File: src/rtl/esf_pkg.sv
package esf_pkg;

  localparam int LONG_W    = 32;
  localparam int SR_W      = 16;
  localparam int SR_T_HI   = 15;
  localparam int SR_T_LO   = 14;
  localparam int SR_S_BIT  = 13;
  localparam int SR_M_BIT  = 12;
  localparam int SR_I_LO   = 8;
  localparam int IPL_W     = 3;

  typedef enum logic [2:0] {
    ST_IDLE,
    ST_PUSH,
    ST_VEC,
    ST_POP_SR,
    ST_POP_PC,
    ST_POP_FVW
  } esf_state_e;

  // One pushed field of a frame, listed from the highest address down
  typedef enum logic [2:0] {
    K_EXT_PC,
    K_EXT_ADDR,
    K_FVW,
    K_RET,
    K_SR
  } esf_kind_e;

  function automatic esf_kind_e first_kind(input logic [3:0] fmt);
    case (fmt)
      4'd4:       return K_EXT_PC;
      4'd2, 4'd3: return K_EXT_ADDR;
      default:    return K_FVW;
    endcase
  endfunction

  function automatic esf_kind_e next_kind(input esf_kind_e k);
    case (k)
      K_EXT_PC:   return K_EXT_ADDR;
      K_EXT_ADDR: return K_FVW;
      K_FVW:      return K_RET;
      default:    return K_SR;
    endcase
  endfunction

  function automatic logic kind_is_long(input esf_kind_e k);
    return (k == K_EXT_PC) || (k == K_EXT_ADDR) || (k == K_RET);
  endfunction

  // Bytes of extra fields stepped over on return
  function automatic logic [5:0] unwind_skip(input logic [3:0] fmt);
    case (fmt)
      4'd2, 4'd3: return 6'd4;
      4'd4:       return 6'd8;
      4'd7:       return 6'd52;
      default:    return 6'd0;
    endcase
  endfunction

endpackage

File: src/rtl/esf_entry_calc.sv
module esf_entry_calc
  import esf_pkg::*;
#(
  parameter int AW           = 32,
  parameter int VEC_W        = 8,
  parameter bit UNALIGNED_OK = 1'b0
) (
  input  logic [VEC_W-1:0] exc_num,
  input  logic             is_hw,
  input  logic [SR_W-1:0]  sr_in,
  input  logic [AW-1:0]    pc_in,
  input  logic [AW-1:0]    sp_in,
  input  logic [AW-1:0]    isp_in,
  input  logic [IPL_W-1:0] ipl,
  output logic [SR_W-1:0]  new_sr,
  output logic [AW-1:0]    ret_addr,
  output logic [AW-1:0]    sp_al,
  output logic [AW-1:0]    isp_al,
  output logic             throwaway
);

  localparam logic [VEC_W-1:0] TRAP_LO = VEC_W'(32);
  localparam logic [VEC_W-1:0] TRAP_HI = VEC_W'(47);
  localparam logic [VEC_W-1:0] IRQ_LO  = VEC_W'(24);
  localparam logic [VEC_W-1:0] IRQ_HI  = VEC_W'(31);

  logic is_trap;
  logic is_irq_vec;

  function automatic logic [AW-1:0] align_sp(input logic [AW-1:0] p);
    return UNALIGNED_OK ? p : {p[AW-1:1], 1'b0};
  endfunction

  always_comb begin
    is_trap    = (exc_num >= TRAP_LO) && (exc_num <= TRAP_HI);
    is_irq_vec = (exc_num >= IRQ_LO) && (exc_num <= IRQ_HI);
    ret_addr   = pc_in + (is_trap ? AW'(2) : AW'(0));
    throwaway  = is_hw && sr_in[SR_M_BIT] && is_irq_vec;

    new_sr                    = sr_in;
    new_sr[SR_S_BIT]          = 1'b1;
    new_sr[SR_T_HI:SR_T_LO]   = 2'b00;
    if (is_hw) new_sr[SR_I_LO+IPL_W-1:SR_I_LO] = ipl;

    sp_al  = align_sp(sp_in);
    isp_al = align_sp(isp_in);
  end

endmodule

File: src/rtl/esf_access_gen.sv
module esf_access_gen
  import esf_pkg::*;
#(
  parameter int AW    = 32,
  parameter int VEC_W = 8
) (
  input  esf_state_e        st,
  input  esf_kind_e         kind,
  input  logic [3:0]        fmt,
  input  logic [VEC_W-1:0]  vnum,
  input  logic [AW-1:0]     sp,
  input  logic [AW-1:0]     vbr,
  input  logic [AW-1:0]     pc,
  input  logic [AW-1:0]     fa,
  input  logic [AW-1:0]     ret,
  input  logic [SR_W-1:0]   stk_sr,
  output logic              req,
  output logic              we,
  output logic              lng,
  output logic [AW-1:0]     addr,
  output logic [LONG_W-1:0] wdata
);

  logic [11:0] vec_off;
  logic [15:0] fvw;

  always_comb begin
    vec_off = 12'({vnum, 2'b00});
    fvw     = {fmt, vec_off};
    req     = 1'b0;
    we      = 1'b0;
    lng     = 1'b0;
    addr    = sp;
    wdata   = '0;
    case (st)
      ST_PUSH: begin
        req  = 1'b1;
        we   = 1'b1;
        lng  = kind_is_long(kind);
        addr = sp - (lng ? AW'(4) : AW'(2));
        case (kind)
          K_EXT_PC:   wdata = LONG_W'(pc);
          K_EXT_ADDR: wdata = LONG_W'(fa);
          K_FVW:      wdata = {16'h0000, fvw};
          K_RET:      wdata = LONG_W'(ret);
          default:    wdata = {16'h0000, stk_sr};
        endcase
      end
      ST_VEC: begin
        req  = 1'b1;
        lng  = 1'b1;
        addr = vbr + AW'({vnum, 2'b00});
      end
      ST_POP_SR, ST_POP_FVW: begin
        req = 1'b1;
      end
      ST_POP_PC: begin
        req = 1'b1;
        lng = 1'b1;
      end
      default: ;
    endcase
  end

endmodule

File: src/rtl/exc_frame_engine.sv
module exc_frame_engine
  import esf_pkg::*;
#(
  parameter int AW           = 32,
  parameter int VEC_W        = 8,
  parameter bit UNALIGNED_OK = 1'b0
) (
  input  logic              clk,
  input  logic              rst_n,
  input  logic              entry_go,
  input  logic              return_go,
  input  logic [VEC_W-1:0]  exc_num,
  input  logic              is_hw,
  input  logic [15:0]       sr_in,
  input  logic [AW-1:0]     pc_in,
  input  logic [AW-1:0]     sp_in,
  input  logic [AW-1:0]     isp_in,
  input  logic [2:0]        ipl,
  input  logic [AW-1:0]     fault_addr,
  input  logic [3:0]        frame_fmt,
  input  logic [AW-1:0]     vbr,
  output logic              busy,
  output logic              done,
  output logic [15:0]       sr_out,
  output logic [AW-1:0]     pc_out,
  output logic [AW-1:0]     sp_out,
  output logic [AW-1:0]     msp_out,
  output logic              mem_req,
  output logic              mem_we,
  output logic              mem_long,
  output logic [AW-1:0]     mem_addr,
  output logic [31:0]       mem_wdata,
  input  logic [31:0]       mem_rdata,
  input  logic              mem_ack
);

  esf_state_e        st;
  esf_kind_e         kind;
  logic              frame2, thr_r, mode_ret;
  logic [3:0]        fmt_r;
  logic [VEC_W-1:0]  vnum_r;
  logic [AW-1:0]     sp_r, isp_r, ret_r, pc_r, fa_r, vbr_r, msp_r, pop_pc;
  logic [SR_W-1:0]   stk_sr, wsr_r, pop_sr;

  logic [SR_W-1:0]   c_sr;
  logic [AW-1:0]     c_ret, c_sp, c_isp;
  logic              c_thr;

  // Named internal events
  logic              fire, push_last, frame_switch, pop_fmt1;
  logic [3:0]        rd_fmt;
  logic [AW-1:0]     unwind_sp;

  esf_entry_calc #(.AW(AW), .VEC_W(VEC_W), .UNALIGNED_OK(UNALIGNED_OK)) u_calc (
    .exc_num   (exc_num),
    .is_hw     (is_hw),
    .sr_in     (sr_in),
    .pc_in     (pc_in),
    .sp_in     (sp_in),
    .isp_in    (isp_in),
    .ipl       (ipl),
    .new_sr    (c_sr),
    .ret_addr  (c_ret),
    .sp_al     (c_sp),
    .isp_al    (c_isp),
    .throwaway (c_thr)
  );

  esf_access_gen #(.AW(AW), .VEC_W(VEC_W)) u_acc (
    .st     (st),
    .kind   (kind),
    .fmt    (fmt_r),
    .vnum   (vnum_r),
    .sp     (sp_r),
    .vbr    (vbr_r),
    .pc     (pc_r),
    .fa     (fa_r),
    .ret    (ret_r),
    .stk_sr (stk_sr),
    .req    (mem_req),
    .we     (mem_we),
    .lng    (mem_long),
    .addr   (mem_addr),
    .wdata  (mem_wdata)
  );

  assign busy         = (st != ST_IDLE);
  assign fire         = mem_req && mem_ack;
  assign push_last    = fire && (st == ST_PUSH) && (kind == K_SR);
  assign frame_switch = push_last && thr_r;
  assign rd_fmt       = mem_rdata[15:12];
  assign pop_fmt1     = fire && (st == ST_POP_FVW) && (rd_fmt == 4'd1);
  assign unwind_sp    = sp_r + AW'(2) + AW'(unwind_skip(rd_fmt));

  always_ff @(posedge clk) begin
    if (!rst_n) begin
      st       <= ST_IDLE;
      kind     <= K_FVW;
      frame2   <= 1'b0;
      thr_r    <= 1'b0;
      mode_ret <= 1'b0;
      fmt_r    <= '0;
      vnum_r   <= '0;
      sp_r     <= '0;
      isp_r    <= '0;
      ret_r    <= '0;
      pc_r     <= '0;
      fa_r     <= '0;
      vbr_r    <= '0;
      msp_r    <= '0;
      pop_pc   <= '0;
      stk_sr   <= '0;
      wsr_r    <= '0;
      pop_sr   <= '0;
      done     <= 1'b0;
      sr_out   <= '0;
      pc_out   <= '0;
      sp_out   <= '0;
      msp_out  <= '0;
    end else begin
      done <= 1'b0;
      case (st)
        ST_IDLE: begin
          if (entry_go) begin
            st       <= ST_PUSH;
            mode_ret <= 1'b0;
            fmt_r    <= c_thr ? 4'd0 : frame_fmt;
            kind     <= first_kind(c_thr ? 4'd0 : frame_fmt);
            thr_r    <= c_thr;
            frame2   <= 1'b0;
            stk_sr   <= sr_in;
            wsr_r    <= c_sr;
            sp_r     <= c_sp;
            msp_r    <= c_sp;
            isp_r    <= c_isp;
            ret_r    <= c_ret;
            pc_r     <= pc_in;
            fa_r     <= fault_addr;
            vbr_r    <= vbr;
            vnum_r   <= exc_num;
          end else if (return_go) begin
            st       <= ST_POP_SR;
            mode_ret <= 1'b1;
            sp_r     <= sp_in;
          end
        end
        ST_PUSH: if (fire) begin
          sp_r <= mem_addr;
          if (kind == K_SR) begin
            if (!frame2) msp_r <= mem_addr;
            if (thr_r) begin
              // second frame on the interrupt stack, carrying the new status
              thr_r            <= 1'b0;
              frame2           <= 1'b1;
              fmt_r            <= 4'd1;
              kind             <= first_kind(4'd1);
              stk_sr           <= wsr_r;
              wsr_r[SR_M_BIT]  <= 1'b0;
              sp_r             <= isp_r;
            end else begin
              st <= ST_VEC;
            end
          end else begin
            kind <= next_kind(kind);
          end
        end
        ST_VEC: if (fire) begin
          pc_out  <= mem_rdata[AW-1:0];
          sp_out  <= sp_r;
          sr_out  <= wsr_r;
          msp_out <= msp_r;
          done    <= 1'b1;
          st      <= ST_IDLE;
        end
        ST_POP_SR: if (fire) begin
          pop_sr <= mem_rdata[15:0];
          sp_r   <= sp_r + AW'(2);
          st     <= ST_POP_PC;
        end
        ST_POP_PC: if (fire) begin
          pop_pc <= mem_rdata[AW-1:0];
          sp_r   <= sp_r + AW'(4);
          st     <= ST_POP_FVW;
        end
        ST_POP_FVW: if (fire) begin
          if (pop_fmt1) begin
            sp_r <= sp_r + AW'(2);
            st   <= ST_POP_SR;
          end else begin
            sr_out  <= pop_sr;
            pc_out  <= pop_pc;
            sp_out  <= unwind_sp;
            msp_out <= unwind_sp;
            done    <= 1'b1;
            st      <= ST_IDLE;
          end
        end
        default: st <= ST_IDLE;
      endcase
    end
  end

  // ---------------- assertions ----------------
  p_req_hold_r11: assert property (@(posedge clk) disable iff (!rst_n)
    (mem_req && !mem_ack) |=> (mem_req && $stable(mem_addr) && $stable(mem_we) && $stable(mem_long)));

  p_done_pulse_r11: assert property (@(posedge clk) disable iff (!rst_n)
    done |=> !done);

  p_done_idle_r11: assert property (@(posedge clk) disable iff (!rst_n)
    done |-> !busy);

  p_entry_sr_r5: assert property (@(posedge clk) disable iff (!rst_n)
    (done && !mode_ret) |-> (sr_out[SR_S_BIT] && (sr_out[SR_T_HI:SR_T_LO] == 2'b00)));

  p_ret_readonly_r9: assert property (@(posedge clk) disable iff (!rst_n)
    (busy && mode_ret) |-> !mem_we);

  p_switch_clears_m_r7: assert property (@(posedge clk) disable iff (!rst_n)
    frame_switch |=> (!wsr_r[SR_M_BIT] && frame2 && (st == ST_PUSH)));

  p_vec_read_r8: assert property (@(posedge clk) disable iff (!rst_n)
    (st == ST_VEC && mem_req) |-> (mem_long && !mem_we));

  generate
    if (!UNALIGNED_OK) begin : g_align_chk
      p_even_push_r6: assert property (@(posedge clk) disable iff (!rst_n)
        (mem_req && mem_we) |-> !mem_addr[0]);
    end
  endgenerate

endmodule

File: config.mk
export PLATFORM = sky130hd
export DESIGN_NAME = exc_frame_engine
export DESIGN_NICKNAME = d
export VERILOG_FILES = /design/src/rtl/esf_pkg.sv /design/src/rtl/esf_entry_calc.sv /design/src/rtl/esf_access_gen.sv /design/src/rtl/exc_frame_engine.sv
export SDC_FILE = /design/constraint.sdc
export NUM_CORES = 1
export LEC_CHECK = 0
export BUFFER_PORTS_ARGS = -buffer_cell sky130_fd_sc_hd__buf_2
export CORE_MARGIN = 5
export CORE_UTILIZATION = 35
export DETAILED_ROUTE_END_ITERATION = 8
export PLACE_DENSITY = 0.67
export SLEW_MARGIN = 5
export SYNTH_ARGS = -nofsm -noshare
export SYNTH_HDL_FRONTEND = slang
export SYNTH_SLANG_ARGS = --single-unit
File: constraint.sdc
create_clock -name clk -period 3.3 [get_ports clk]
set_input_delay 0 -clock clk [delete_from_list [all_inputs] [get_ports clk]]
set_output_delay 0 -clock clk [all_outputs]
set_load 0.01 [all_outputs]
==> reports/metrics.yaml, run 1 <==
grt_pass1_vias: 23819
synth_cell_types: 82
grt-ovfl-total: 0
max_stage_delay_ns: 0.60
crit_family: "simple AND/OR/NAND/NOR gates"
place_ws_ns: 0.04214
crit_path_frequent_cell: "or4_4"
slew_viol_final: 0
crit_buf_inv: 1
rsz0062_at_grt: "yes"
synth_top_family_by_area: "simple AND/OR/NAND/NOR gates"
slew_headroom_pct: 31.30
tightestPinTransition_ns: 1.030
start_util_pct: 35.31
cp_data_arrival_time_ns: 3.21
drtIter0Drc: 2594
power_mw: 23.50
drtPass1Iterations: 6
gr-usage-met2_pct: 38.28
rows: 95
crit_fanout: 10
numCtsBuffers: 50
fin_crit_sh_pct: 97.39
hpwl_um: 68590
layout.nets: 3969
fin_tns_setup_ns: 0
layout-drive-gt1-share_pct: 20.38
synth_xor_area_share_pct: 4.949
use_met3_pct: 5.143
syn_inst: 3111
clkLatencyLatePin_ns: 0.61
power_leakage_nw: 13.35
synthAdderAreaFrac_pct: 1.235
numPortBuffers: 408
hold_viol: 0
setup_ws_ns: 0.08601
muxShareOfSynthArea_pct: 3.229
cts.sinks: 433
drt.antenna.violating_nets: 0
htree_levels: 2
finalCriticalPeriod_ns: 3.214
syn_nets: 3359
slowest_stage: "or4_4"
worst_hold_path_type: "input port to flop"
use_met1_pct: 34.36
clock.fmax_ghz: 0.3111
status: "completed"
die_y_um: 270.3
async_flop_share_pct: 0
tritoncts: "built"
core_mm2: 0.06716
synth_warnings: 0
synth_edf_count: 0
synth_ff_type: "dfxtp_1"
vias_per_cell: 5.483
fin_skew_ns: 0.03778
ctsRootBufferMaster: "clkbuf_16"
mappedNetlistArea_mm2: 0.02372
grt_max_degree: 152
io_pins: 410
antenna_found_initial: 7
final_cells: 4635
critPathKind: "flop to output pin"
ys_seq_area_share_pct: 36.55
drc: 0
die-area_mm2: 0.07307
area_delta_synth_final_pct: 33.39
syn_area_per_cell_um2: 7.623
grt_first_pass_wirelength_um: 145500
clockBufferDepth: 3
die_w_um: 270.3
ys_ff_latch: 433
fillers: 6529
cp-start-kind: "flop"
required_ns: 3.30
wl_per_cell_um: 20.94
synth-simple-area-share_pct: 25.12
gp_congestion: 0.9945
path_clk_slew_ns: 0.06
grt_usage_pct: 25.01
synth_compound_area_share_pct: 24.38
cp-end-kind: "output pin"
vdd_drop_max_mv: 0.5233
power.density_mw_per_mm2: 742.9
maxCapViolCount: 0
crit_chain: "or4_4 > or4_4 > nor3_1 > and4b_2 > mux2_2 > o21ai_0 > buf_2"
setup_viol: 0
wl_um: 97060
grt.busiest_layer: "met2"
dp.cells: 4305
vias: 25414
repair_timing:
item | CTS | global route
buffers inserted | 4 | 5
hold buffers | 229 | 0
pin swaps | 2 | 9
endpoints found under the setup margin | 13 | 49
gates cloned | 0 | 0
hold endpoints to repair | 347 | 0
resized for setup | 18 | 34
cells in the mapped netlist, types with 19 or more instances:
| cell type | instances | area share [%] |
|---|---|---|
| a22oi_1 | 33 | 1.0 |
| a211oi_1 | 25 | 0.79 |
| o211a_1 | 81 | 3.4 |
| clkbuf_1 | 214 | 3.4 |
| dfxtp_1 | 433 | 37 |
| buf_1 | 28 | 0.44 |
| mux2_2 | 20 | 0.95 |
| nand4_1 | 24 | 0.63 |
| nand2_1 | 708 | 11 |
| a21oi_1 | 167 | 3.5 |
| o221ai_1 | 19 | 0.70 |
| and3_1 | 43 | 1.1 |
| inv_1 | 26 | 0.41 |
| nor2b_1 | 27 | 0.71 |
| mux2i_1 | 27 | 1.1 |
| o211ai_1 | 20 | 0.63 |
| nor2_1 | 253 | 4.0 |
| xor2_1 | 60 | 2.2 |
| nor3_1 | 71 | 1.5 |
| o21ai_0 | 154 | 3.2 |
| a21boi_0 | 207 | 6.6 |
| nand3_1 | 108 | 2.3 |
| xnor2_1 | 74 | 2.7 |
final cells by class:
cell class | count | area (um2) | share of cell area (%)
clock inverters | 20 | 265.3 | 0.8384
inverters | 30 | 112.6 | 0.3559
well taps | 873 | 1092 | 3.453
clock buffers | 69 | 1443 | 4.560
multi-input cells | 2395 | 14230 | 44.99
flip-flops and latches | 433 | 8686 | 27.46
diodes | 4 | 10.01 | 0.03164
repair buffers | 811 | 5796 | 18.32
routing by layer:
layer	vias up	part of all wire, %
met2	1126	43
met1	11947	43
met3	226	8.5
met5	-	0.026
li1	12111	-
met4	4	4.6
worst min-delay path, delay by kind of cell:
family	cells	cell delay [ns]
compound gates	2	0.17
buf+inv	2	0.29
simple gates	2	0.14
power by group:
part	internal [mW]	switching (mW)
registers	6.34	1.03
clock network	3.39	2.41
logic	3.89	6.46
total	13.6	9.89
cell families (layout without fill, tap and decap cells):
kind of cell,after synthesis,after routing
adder cells (fa/ha/maj),23,23
XOR/XNOR,134,134
buffers and inverters,283,930
other,0,4
AO/OA/AOI/OAI,832,832
flip-flops,433,433
multiplexers,59,59
AND/OR/NAND/NOR,1347,1347
stage by stage:
step / utilization (%) / instance area [um2] / hold WS (ns)
3_3_place_gp: 40.73 / 27350 / 0.2530
6_report: 47.11 / 31640 / 0.03964
5_1_grt: 47.09 / 31630 / 0.1087
4_1_cts: 46.82 / 31440 / 0.01462
2_1_floorplan: - / 23720 / 0.1360
3_5_place_dp: 40.73 / 27350 / 0.2553
placed cells by master (no fill, tap or decap), types with 106 or more instances in the layout:
cell	Yosys	layout
a21boi_0	207	207
nand2_1	708	707
buf_2	11	407
dlygate4sd3_1	0	229
nand3_1	108	106
a21oi_1	167	166
o21ai_0	154	149
nor2_1	253	248
buf_4	0	161
dfxtp_1	433	425
path summary, 6_finish.rpt:
kind	start	end	slack (ns)	cells after the start
max	sp_r[23]$_SDFFE_PN0P_	mem_addr[31]	0.09	7
max reg2reg	sp_r[7]$_SDFFE_PN0P_	sp_r[31]$_SDFFE_PN0P_	0.11	10
min reg2reg	frame2$_SDFFE_PN0P_	frame2$_SDFFE_PN0P_	0.46	2
min	sp_in[8]	msp_r[8]$_SDFFE_PN0P_	0.04	6
flip-flops by register name, indices dropped and copies added (netlist names), 32 cells and up:
signal / flops
fa_r: 32
msp_out: 32
msp_r: 32
pc_out: 32
pop_pc: 32
ret_r: 32
sp_out: 32
sp_r: 32
vbr_r: 32
(Power assumes the default switching activity.)
==> run 2: changes to the inputs <==
RECOVER_POWER = 100   (was default)
==> run 2 against run 1 <==
Sequential power about the same. Worst hold slack improved by 0.00095 ns. Routed wire length increased by 0.19%. Global-route usage unchanged. Maximum frequency shrank 0.55%. Via count about the same. Total power fell by 0.90%. Worst setup slack got worse by 0.018 ns. Largest power group unchanged. Highest routed layer unchanged.
==> reports/metrics.yaml, run 2 (synthesis gave the netlist of run 1 again) <==
status: "completed"  # unchanged
reg2reg_to: "sp_r[8]$_SDFFE_PN0P_"  # was sp_r[31]$_SDFFE_PN0P_
final_cells: 4634  # was 4635
hold_viol: 0  # unchanged
fillers: 6623  # was 6529
dpl_cell_area_mm2: 0.02735  # unchanged
cp-start-kind: "flop"  # unchanged
die_y_um: 270.3  # unchanged
grt_pass1_vias: 23819  # unchanged
setup_viol: 0  # unchanged
slowest_stage: "or4_4"  # unchanged
slew_headroom_pct: 25.88  # was 31.30%
grt.busiest_layer: "met2"  # unchanged
grt_usage_pct: 25.01  # unchanged
required_ns: 3.30  # about the same
crit_buf_inv: 1  # unchanged
p_int_mw: 13.42  # was 13.61 mW
ff2ff_path_depth: 10  # unchanged
crit_chain: "or4_4 > or4_4 > nor3_1 > and4b_2 > mux2_2 > o21ai_0 > buf_2"  # unchanged
final_common_cell: "nand2_1"  # unchanged
core_mm2: 0.06716  # unchanged
vias_per_cell: 5.489  # was 5.483
tightestPinTransition_ns: 1.112  # was 1.030 ns
drtIter0Drc: 2615  # was 2594
path_clk_slew_ns: 0.06  # about the same
drtPass1Iterations: 6  # unchanged
crit_family: "simple AND/OR/NAND/NOR gates"  # unchanged
critPathKind: "flop to output pin"  # unchanged
pwr-share-seq_pct: 31.7  # was 31.3%
ctsRootBufferMaster: "clkbuf_16"  # unchanged
die-area_mm2: 0.07307  # unchanged
vdd_drop_max_mv: 0.5107  # was 0.5233 mV
final_area_mm2: 0.03131  # was 0.03164 mm2
gp_congestion: 0.9945  # unchanged
fin_tns_setup_ns: 0  # unchanged
fin_util_pct: 46.62  # was 47.11%
die_w_um: 270.3  # unchanged
clkLatencyLatePin_ns: 0.61  # about the same
tritoncts: "built"  # unchanged
numCtsBuffers: 50  # unchanged
cp_data_arrival_time_ns: 3.23  # was 3.21 ns
worst_r2r_startpoint: "st[2]$_SDFFE_PN0P_"  # was sp_r[7]$_SDFFE_PN0P_
most-common-layout-cells: "nand2_1 (707), dfxtp_1 (425), buf_2 (274)"  # was nand2_1 (707), dfxtp_1 (425), buf_2 (407)
layout-drive-gt1-share_pct: 16.50  # was 20.38%
power_leakage_nw: 12.70  # was 13.35 nW
io_pins: 410  # unchanged
multi_input_area_mm2: 0.01420  # was 0.01423 mm2
swShare_pct: 42.38  # was 42.08%
power_mw: 23.29  # was 23.50 mW
cp-end-kind: "output pin"  # unchanged
p_sw_mw: 9.871  # was 9.890 mW
finalCriticalPeriod_ns: 3.232  # was 3.214 ns
numPortBuffers: 408  # unchanged
r2r_slack_ns: 0.13  # was 0.11 ns
dp.cells: 4305  # unchanged
grt_first_pass_wirelength_um: 145500  # unchanged
slew_viol_final: 0  # unchanged
clock.fmax_ghz: 0.3094  # was 0.3111 GHz
p_comb_share_pct: 43.5  # was 44.0%
use_met1_pct: 34.36  # unchanged
rsz0062_at_grt: "yes"  # unchanged
gr-usage-met2_pct: 38.28  # unchanged
hp-start: "sp_in[8]"  # unchanged
max_stage_delay_ns: 0.61  # was 0.60 ns
hold_slack_ns: 0.04059  # was 0.03964 ns
hpwl_um: 68590  # unchanged
area_delta_synth_final_pct: 32.00  # was 33.39%
maxCapViolCount: 0  # unchanged
place_ws_ns: 0.04214  # unchanged
grt-ovfl-total: 0  # unchanged
crit_fanout: 10  # unchanged
fin_skew_ns: 0.03746  # was 0.03778 ns
vias: 25434  # was 25414
worstHoldEndpoint: "msp_r[8]$_SDFFE_PN0P_"  # unchanged
rows: 95  # unchanged
use_met3_pct: 5.143  # unchanged
holdPathStages: 6  # unchanged
worst_hold_path_type: "input port to flop"  # unchanged
crit_path_frequent_cell: "or4_4"  # unchanged
start_util_pct: 35.31  # unchanged
pwr-share-clk_pct: 24.9  # was 24.7%
regArea_mm2: 0.008686  # unchanged
clockBufferDepth: 3  # unchanged
setup_ws_ns: 0.06820  # was 0.08601 ns
grt_max_degree: 152  # unchanged
htree_levels: 2  # unchanged
wl_per_cell_um: 20.99  # was 20.94 um
fin_crit_sh_pct: 97.93  # was 97.39%
wl_um: 97250  # was 97060 um
antenna_found_initial: 7  # unchanged
drc: 0  # unchanged
layout.nets: 3969  # unchanged
cts.sinks: 433  # unchanged
drt.antenna.violating_nets: 0  # unchanged
power.density_mw_per_mm2: 743.9  # was 742.9 mW/mm2
## run 2: cell count changes in the layout (fill, tap and decap cells not counted), sizes merged
| cell | change |
|---|---|
| diode | -1 |
| buf | -153 |
| clkbuf | +153 |
## run 2: worst max path at each step
stage	startpoint	to	slack, ns	depth (start not counted)
after floorplan	sp_r[3]$_SDFFE_PN0P_	msp_out[30]$_SDFFE_PN0P_	0.24	9
after global placement	sp_r[2]$_SDFFE_PN0P_	msp_out[30]$_SDFFE_PN0P_	0.07	9
after detailed placement	sp_r[2]$_SDFFE_PN0P_	msp_out[30]$_SDFFE_PN0P_	0.04	9
after CTS	kind[1]$_SDFFE_PN1P_	mem_addr[31]	0.007	10
after global routing	sp_r[2]$_SDFFE_PN0P_	sp_out[21]$_SDFFE_PN0P_	-0.04	13
final	sp_r[23]$_SDFFE_PN0P_	mem_addr[31]	0.07	7
## run 2: area by class of cell
cell class,count,area share (%)
multi-input combinational,2395,45.36
sequential,433,27.74
timing repair buffer,811,17.57
clock buffer,69,4.608
tap,873,3.489
clock inverter,20,0.8473
inverter,30,0.3597
antenna,3,0.02398
## run 2: power groups by stage
stage / sequential [mW] / clock (mW) / combinational, mW
4_1_cts: 7.32 / 5.93 / 9.89
2_1_floorplan: 7.02 / 0 / 5.71
3_5_place_dp: 7.42 / 0 / 9.56
6_report: 7.38 / 5.79 / 10.1
3_3_place_gp: 7.39 / 0 / 9.52
5_1_grt: 7.47 / 6.15 / 10.8
## run 2: layer usage
metal	share of wire, %	vias up
li1	-	12109
met1	44	11958
met2	44	1145
met3	8.4	218
met4	4.5	4
met5	0.026	-
## run 2: worst min-delay path, delay by kind of cell
kind / cells / cell delay (ns)
simple gates: 2 / 0.14
buf+inv: 2 / 0.29
compound gates: 2 / 0.17
## run 2: what timing repair did
item / 4_1_cts / 5_1_grt
pin swaps: 2 / 9
buffers inserted: 4 / 5
resized for setup: 18 / 34
endpoints found under the setup margin: 13 / 49
hold buffers: 229 / 0
endpoints found under the hold margin: 347 / 0
